### src/rtl/flash_sector_mapper.sv
module flash_sector_mapper #(
  parameter int ADDR_W      = 16,
  parameter int NUM_REGIONS = 3,
  parameter int R0_CNT      = 4,
  parameter int R0_SZL      = 3,
  parameter int R1_CNT      = 2,
  parameter int R1_SZL      = 4,
  parameter int R2_CNT      = 1,
  parameter int R2_SZL      = 6,
  parameter int R3_CNT      = 1,
  parameter int R3_SZL      = 3,
  parameter int WP_RANGE    = 2,
  parameter int INIT_BYTES  = 48,
  localparam int NSECT      = (NUM_REGIONS > 0 ? R0_CNT : 0) + (NUM_REGIONS > 1 ? R1_CNT : 0)
                            + (NUM_REGIONS > 2 ? R2_CNT : 0) + (NUM_REGIONS > 3 ? R3_CNT : 0),
  localparam int IDX_W      = NSECT > 1 ? $clog2(NSECT) : 1
) (
  input  logic              clk,
  input  logic              rst_n,
  input  logic              req_valid,
  input  logic [ADDR_W-1:0] req_addr,
  input  logic [NSECT-1:0]  prot_mask,
  input  logic              wp_n,
  output logic              lk_valid,
  output logic [IDX_W-1:0]  lk_sector,
  output logic [ADDR_W-1:0] lk_base,
  output logic [ADDR_W:0]   lk_size,
  output logic              lk_writable,
  output logic              lk_has_store,
  output logic [ADDR_W-1:0] lk_store_addr,
  output logic              lk_read_ff
);

  function automatic int rcnt(int i);
    if (i >= NUM_REGIONS) return 0;
    case (i)
      0: return R0_CNT;
      1: return R1_CNT;
      2: return R2_CNT;
      default: return R3_CNT;
    endcase
  endfunction

  function automatic int rszl(int i);
    case (i)
      0: return R0_SZL;
      1: return R1_SZL;
      2: return R2_SZL;
      default: return R3_SZL;
    endcase
  endfunction

  function automatic int rbytes(int i);
    return rcnt(i) << rszl(i);
  endfunction

  function automatic int rstart(int i);
    int a = 0;
    for (int k = 0; k < 4; k++) if (k < i) a += rbytes(k);
    return a;
  endfunction

  function automatic int rsidx(int i);
    int a = 0;
    for (int k = 0; k < 4; k++) if (k < i) a += rcnt(k);
    return a;
  endfunction

  function automatic int sect_szl(int s);
    int z = 0;
    for (int k = 0; k < 4; k++)
      if (s >= rsidx(k) && s < rsidx(k) + rcnt(k)) z = rszl(k);
    return z;
  endfunction

  localparam int TOTAL  = rstart(4);
  localparam int PIN_LO = WP_RANGE < 0 ? NSECT + WP_RANGE : 0;
  localparam int PIN_HI = WP_RANGE > 0 ? WP_RANGE : (WP_RANGE < 0 ? NSECT : 0);

  logic [31:0]      wa;
  logic [3:0]       hit;
  logic [IDX_W-1:0] idx_c;
  logic [31:0]      base_c, off_c, pbase_c, store_total;
  int               szl_c;
  logic             has_c, pin_lock, wr_c, ff_c;

  assign wa = 32'(req_addr) & 32'(TOTAL - 1);

  for (genvar g = 0; g < 4; g++) begin : g_hit
    assign hit[g] = (rcnt(g) > 0) && (wa >= 32'(rstart(g))) && (wa < 32'(rstart(g) + rbytes(g)));
  end

  always_comb begin
    idx_c  = '0;
    base_c = '0;
    szl_c  = 0;
    off_c  = '0;
    for (int g = 0; g < 4; g++) begin
      if (hit[g]) begin
        off_c  = wa - 32'(rstart(g));
        idx_c  = IDX_W'(32'(rsidx(g)) + (off_c >> rszl(g)));
        base_c = 32'(rstart(g)) + ((off_c >> rszl(g)) << rszl(g));
        szl_c  = rszl(g);
      end
    end
  end

  always_comb begin
    store_total = '0;
    pbase_c     = '0;
    for (int s = 0; s < NSECT; s++) begin
      if (IDX_W'(s) == idx_c) pbase_c = store_total;
      if (!prot_mask[s]) store_total = store_total + (32'd1 << sect_szl(s));
    end
  end

  assign has_c    = !prot_mask[idx_c];
  assign pin_lock = !wp_n && (32'(idx_c) >= 32'(PIN_LO)) && (32'(idx_c) < 32'(PIN_HI));
  assign wr_c     = has_c && !pin_lock;
  assign ff_c     = !has_c && ((base_c + (32'd1 << szl_c)) > 32'(INIT_BYTES));

  always_ff @(posedge clk) begin
    if (!rst_n) begin
      lk_valid      <= 1'b0;
      lk_sector     <= '0;
      lk_base       <= '0;
      lk_size       <= '0;
      lk_writable   <= 1'b0;
      lk_has_store  <= 1'b0;
      lk_store_addr <= '0;
      lk_read_ff    <= 1'b0;
    end else begin
      lk_valid <= req_valid;
      if (req_valid) begin
        lk_sector     <= idx_c;
        lk_base       <= base_c[ADDR_W-1:0];
        lk_size       <= (ADDR_W+1)'(1) << szl_c;
        lk_writable   <= wr_c;
        lk_has_store  <= has_c;
        lk_store_addr <= ADDR_W'(pbase_c + (wa - base_c));
        lk_read_ff    <= ff_c;
      end
    end
  end

  AST_ONE_REGION: assert property (@(posedge clk) disable iff (!rst_n)
    req_valid |-> $countones(hit) == 1);
  AST_VALID_NEXT: assert property (@(posedge clk) disable iff (!rst_n)
    req_valid |=> lk_valid);
  AST_BASE_ALIGNED: assert property (@(posedge clk) disable iff (!rst_n)
    lk_valid |-> ((ADDR_W+1)'(lk_base) & (lk_size - 1'b1)) == '0);
  AST_PROT_NO_WRITE: assert property (@(posedge clk) disable iff (!rst_n)
    (lk_valid && !lk_has_store) |-> !lk_writable);
  AST_STORE_BOUND: assert property (@(posedge clk) disable iff (!rst_n)
    (req_valid && has_c) |=> (32'(lk_store_addr) < $past(store_total)));
  AST_FF_NO_STORE: assert property (@(posedge clk) disable iff (!rst_n)
    (lk_valid && lk_read_ff) |-> !lk_has_store);

endmodule

### config.mk
export PLATFORM = sky130hd
export DESIGN_NAME = flash_sector_mapper
export DESIGN_NICKNAME = d
export VERILOG_FILES = /design/src/rtl/flash_sector_mapper.sv
export SDC_FILE = /design/constraint.sdc
export NUM_CORES = 1
export LEC_CHECK = 0
export ABC_AREA = 1
export BUFFER_PORTS_ARGS = -buffer_cell sky130_fd_sc_hd__buf_2
export CORE_UTILIZATION = 31
export CTS_BUF_LIST = sky130_fd_sc_hd__clkbuf_8
export CTS_CLUSTER_SIZE = 40
export DETAILED_ROUTE_END_ITERATION = 8
export GPL_ROUTABILITY_DRIVEN = 0
export SLEW_MARGIN = 20
export SYNTH_ARGS = -nofsm -noshare
export SYNTH_HDL_FRONTEND = slang
export SYNTH_SLANG_ARGS = --single-unit
### constraint.sdc
create_clock -name clk -period 11.9 [get_ports clk]
set_clock_uncertainty 0.15 [all_clocks]
set_input_delay 1.19 -clock clk [delete_from_list [all_inputs] [get_ports clk]]
set_output_delay 1.19 -clock clk [all_outputs]
set_load 0.03 [all_outputs]
==> impl.org <==
** Worst setup path
- For the worst setup path, the data arrival time is about 5.2 ns.
- Worst Setup End Kind :: flop
- Worst Path Required :: approximately 12 ns
- Category of cells accounting for the largest share of critical-path delay :: adder cells
- Maximum cell stage delay along the critical path :: roughly 0.39 ns
- Type of the setup path with the least slack :: input pin to flop
- Worst Path Buf+Inv :: 4
- Master of the slowest instance on the critical path :: sky130_fd_sc_hd__ha_1
- Maximum fanout count along the critical path :: 5
- STA classifies the critical path startpoint as an input pin.
- Most frequent cell on the critical path :: sky130_fd_sc_hd__ha_1

** Place
- PortBufs :: approximately 60
- After legalization and detailed placement, the total HPWL measured about 5500 um.
- The placed instances occupy a cell area of ~3200 um^2.
- Count of placed standard cells including taps :: approximately 570

** Power and ir drop
- Switching power of the nets :: approximately 0.16 mW
- Cell leakage power :: about 1.8 nW
- Power spread over the standard cell area amounts to around 120 nW/um^2.
- Clock Power Share :: a little under a quarter
- Switching share of total power :: between 40% and 50%
- The internal portion of the total power is around 0.23 mW.
- Of the total power, combinational logic draws approximately two fifths.
- The worst-case IR drop observed on VDD is around 0.043 mV.
- Seq pwr share :: a little over a third

** Layout
- 0 antenna diodes ended up in the layout.
- Relative area change from synthesis to final layout :: 14.0%
- Non-filler cells, final :: just under 600
- Commonest non-fill, non-tap cells in the layout :: sky130_fd_sc_hd__nand2_1 (95), sky130_fd_sc_hd__buf_2 (61), sky130_fd_sc_hd__inv_1 (48)
- Post-route core utilization :: between 30% and 40%
- The post-route netlist has roughly a fifth of its cells at a drive strength greater than 1.
- After routing the design area is approximately 3300 um^2.
- The library cell used most frequently in the layout, excluding fill and tap cells, is sky130_fd_sc_hd__nand2_1.
- The net count of the finished layout is ~530.

** Clocking
- Post-CTS repair changed the size of 0 cells.
- CTS root buffer :: sky130_fd_sc_hd__clkbuf_8
- Post-CTS Setup Inserts :: 0
- After clock tree synthesis, the clock-pin slew on the worst setup and hold paths is 0.08 ns.
- In this run, post-CTS hold repair placed 0 buffers.
- The later pin in the worst-skew pair is clocked with a latency of 0.30 ns.
- TritonCTS Buffers :: 5
- CTS max path bufs :: 2
- Number of clock sinks :: 37
- TritonCTS built the clock tree.
- CTS built an H-tree with a depth of 2.

** Floorplanning
- Overall die area :: a little under 10000 um^2
- Number of top-level design ports :: between 80 and 90
- The floorplan step set the die height to 98.9 um.
- Core footprint :: 8890 um^2
- Once the floorplan was initialized, standard cells occupied roughly 33% of the core.
- Rows :: 34
- Die width :: roughly 100 um

** GRT
- Maximum number of pins on one net before global-route repair :: 22
- Global-route wire length before repair :: 11700 um
- Initial antenna violation count :: 0
- For this run, the total global-route usage over all layers was measured as 15.0%.
- The via count of the first global-routing pass is 2571.
- After global routing the overflow that remains totals 0.

** Timing
- Worst Tran Pin Value :: ~0.64 ns
- Worst slack on hold paths :: 0.280 ns
- Minimum clock period :: just over 5 ns
- In this run the tightest slew margin relative to its limit is roughly 57%.
- Final cycle utilization of the critical path :: between 40% and 50%
- After routing, the total negative slack on setup checks comes to 0 ns.
- The final count of pins violating max slew is 0.
- Setup repair after global routing left no endpoint under its margin.
- Setup violations remaining at the end of the flow were counted as 0.
- Fmax :: about 200 MHz
- Hold violation count in the final report :: 0

** Synthesis
- Post-synthesis register bit count :: 37
- Sequential element share of the synthesized area :: about 25%
- Count of warnings emitted by yosys :: 0
- Yosys mapped the design onto a little over 40 distinct sky130hd cell types.
- After technology mapping, the gate count stands at between 400 and 500.
- The average instance in the mapped netlist occupies between 7 and 8 um^2.
- Post-synthesis cell area :: 2910 um^2

** Routing
- Total detailed-routing wirelength :: 6930 um
- Antenna viol nets, final :: 0
- WL per Instance :: around 12 um
- For this block, the initial DRC count from the detailed router was ~110.
- Count of TritonRoute iterations in the first routing pass :: 4
- Summing over every cut layer, the via total after detailed routing is approximately 2700.
- For this run, design rule violations remaining after detail routing come to 0.
- In the routed layout, each cell is associated on average with a via count of 4.67.

** Min path
- Hold Crit Class :: flop to flop

** Job
- Max-cap violations :: 0

** Run status
- The run finished with clean final reports.
-- stage by stage --
stage / total power [mW] / worst slack, ns
floorplan: 0.265 / 6.98
global placement: 0.296 / 6.56
detailed placement: 0.299 / 6.48
CTS: 0.389 / 6.78
global route: 0.417 / 6.41
finish: 0.386 / 6.77
-- cells by family after synthesis --
family / synth area share [%]
XOR/XNOR: 3.61
AND/OR/NAND/NOR: 28.3
flip-flops: 25.5
AO/OA/AOI/OAI: 13.8
adder cells (fa/ha/maj): 15.2
buffers and inverters: 13.5
other: 0.129
-- power by group through the flow --
stage	logic, mW	registers (mW)	clock network [mW]
3_3_place_gp	0.155	0.142	0
6_report	0.158	0.139	0.0895
2_1_floorplan	0.103	0.163	0
4_1_cts	0.158	0.139	0.0921
3_5_place_dp	0.157	0.142	0
5_1_grt	0.178	0.141	0.0983
-- state kept, by name (all words and copies together), names as in the netlist --
name           cells
lk_store_addr     16
lk_valid           1
lk_sector          3
lk_has_store       1
lk_writable        1
lk_base            7
lk_read_ff         1
lk_size            7
-- metal layers --
| metal | share of wire, % | global-route usage [%] |
|---|---|---|
| met3 | 4.6 | 2.34 |
| met2 | 46 | 25.3 |
| met4 | 2.1 | 6.20 |
| met5 | 0 | 0 |
| met1 | 47 | 19.0 |
-- cell type report --
class | instances | area, um^2
timing repair buffer | 62 | 313
fill | 960 | 5580
tap | 108 | 135
inverter | 57 | 216
clock buffer | 5 | 68.8
clock inverter | 3 | 17.5
multi-input combinational | 305 | 1820
sequential | 37 | 741
-- cells in the mapped netlist --
| cell | instances | area share (%) |
|---|---|---|
| sky130_fd_sc_hd__ha_1 | 29 | 12 |
| sky130_fd_sc_hd__dfxtp_1 | 37 | 25 |
| sky130_fd_sc_hd__a21oi_1 | 17 | 2.9 |
| sky130_fd_sc_hd__inv_4 | 1 | 0.22 |
| sky130_fd_sc_hd__a32o_1 | 2 | 0.69 |
| sky130_fd_sc_hd__nor3_1 | 9 | 1.5 |
| sky130_fd_sc_hd__nand2_1 | 95 | 12 |
| sky130_fd_sc_hd__o211ai_1 | 1 | 0.26 |
| sky130_fd_sc_hd__clkinv_1 | 2 | 0.26 |
| sky130_fd_sc_hd__o21ai_1 | 6 | 1.0 |
| sky130_fd_sc_hd__inv_1 | 48 | 6.2 |
| sky130_fd_sc_hd__clkbuf_1 | 6 | 0.77 |
| sky130_fd_sc_hd__a22oi_1 | 1 | 0.26 |
| sky130_fd_sc_hd__nand3_4 | 1 | 0.60 |
| sky130_fd_sc_hd__inv_2 | 6 | 0.77 |
| sky130_fd_sc_hd__o21ai_2 | 2 | 0.60 |
| sky130_fd_sc_hd__buf_4 | 19 | 4.9 |
| sky130_fd_sc_hd__nand3b_1 | 1 | 0.26 |
| sky130_fd_sc_hd__or2_2 | 1 | 0.22 |
| sky130_fd_sc_hd__xor2_4 | 1 | 0.95 |
| sky130_fd_sc_hd__nand2_2 | 5 | 1.1 |
| sky130_fd_sc_hd__o2111ai_1 | 1 | 0.30 |
| sky130_fd_sc_hd__xor2_1 | 5 | 1.5 |
| sky130_fd_sc_hd__a22o_1 | 3 | 0.90 |
| sky130_fd_sc_hd__a31oi_1 | 2 | 0.43 |
| sky130_fd_sc_hd__nor4_2 | 1 | 0.43 |
| sky130_fd_sc_hd__fa_1 | 4 | 2.8 |
| sky130_fd_sc_hd__nor2_4 | 1 | 0.39 |
| sky130_fd_sc_hd__nand2_4 | 3 | 1.2 |
| sky130_fd_sc_hd__xnor2_1 | 2 | 0.60 |
| sky130_fd_sc_hd__conb_1 | 1 | 0.13 |
| sky130_fd_sc_hd__o21ai_0 | 31 | 5.3 |
| sky130_fd_sc_hd__nand4_1 | 4 | 0.86 |
| sky130_fd_sc_hd__nand3_1 | 24 | 4.1 |
| sky130_fd_sc_hd__a21o_1 | 2 | 0.52 |
| sky130_fd_sc_hd__buf_2 | 2 | 0.34 |
| sky130_fd_sc_hd__o21ai_4 | 1 | 0.56 |
| sky130_fd_sc_hd__nand3_2 | 3 | 1.0 |
| sky130_fd_sc_hd__xor2_2 | 1 | 0.56 |
| sky130_fd_sc_hd__nor2_1 | 30 | 3.9 |
| sky130_fd_sc_hd__nor2_2 | 2 | 0.43 |
-- path summary, 6_finish.rpt --
| check | startpoint | endpoint | slack (ns) | depth (start not counted) |
|---|---|---|---|---|
| worst max-delay path | prot_mask[0] | lk_store_addr[11] | 6.77 | 25 |
| worst min-delay path | lk_size[7] | lk_size[7] | 0.28 | 2 |
| worst max register to register | lk_writable | lk_writable | 11.05 | 4 |
| worst min register to register | lk_size[7] | lk_size[7] | 0.28 | 2 |
-- worst reg2reg max path: stages (launching register included) --
cell,delay (ns)
sky130_fd_sc_hd__dfxtp_1,0.34
sky130_fd_sc_hd__nand2_1,0.05
sky130_fd_sc_hd__o21ai_0,0.07
sky130_fd_sc_hd__nand2_1,0.07
sky130_fd_sc_hd__a21oi_1,0.11
Power figures use the tool's default switching activity.
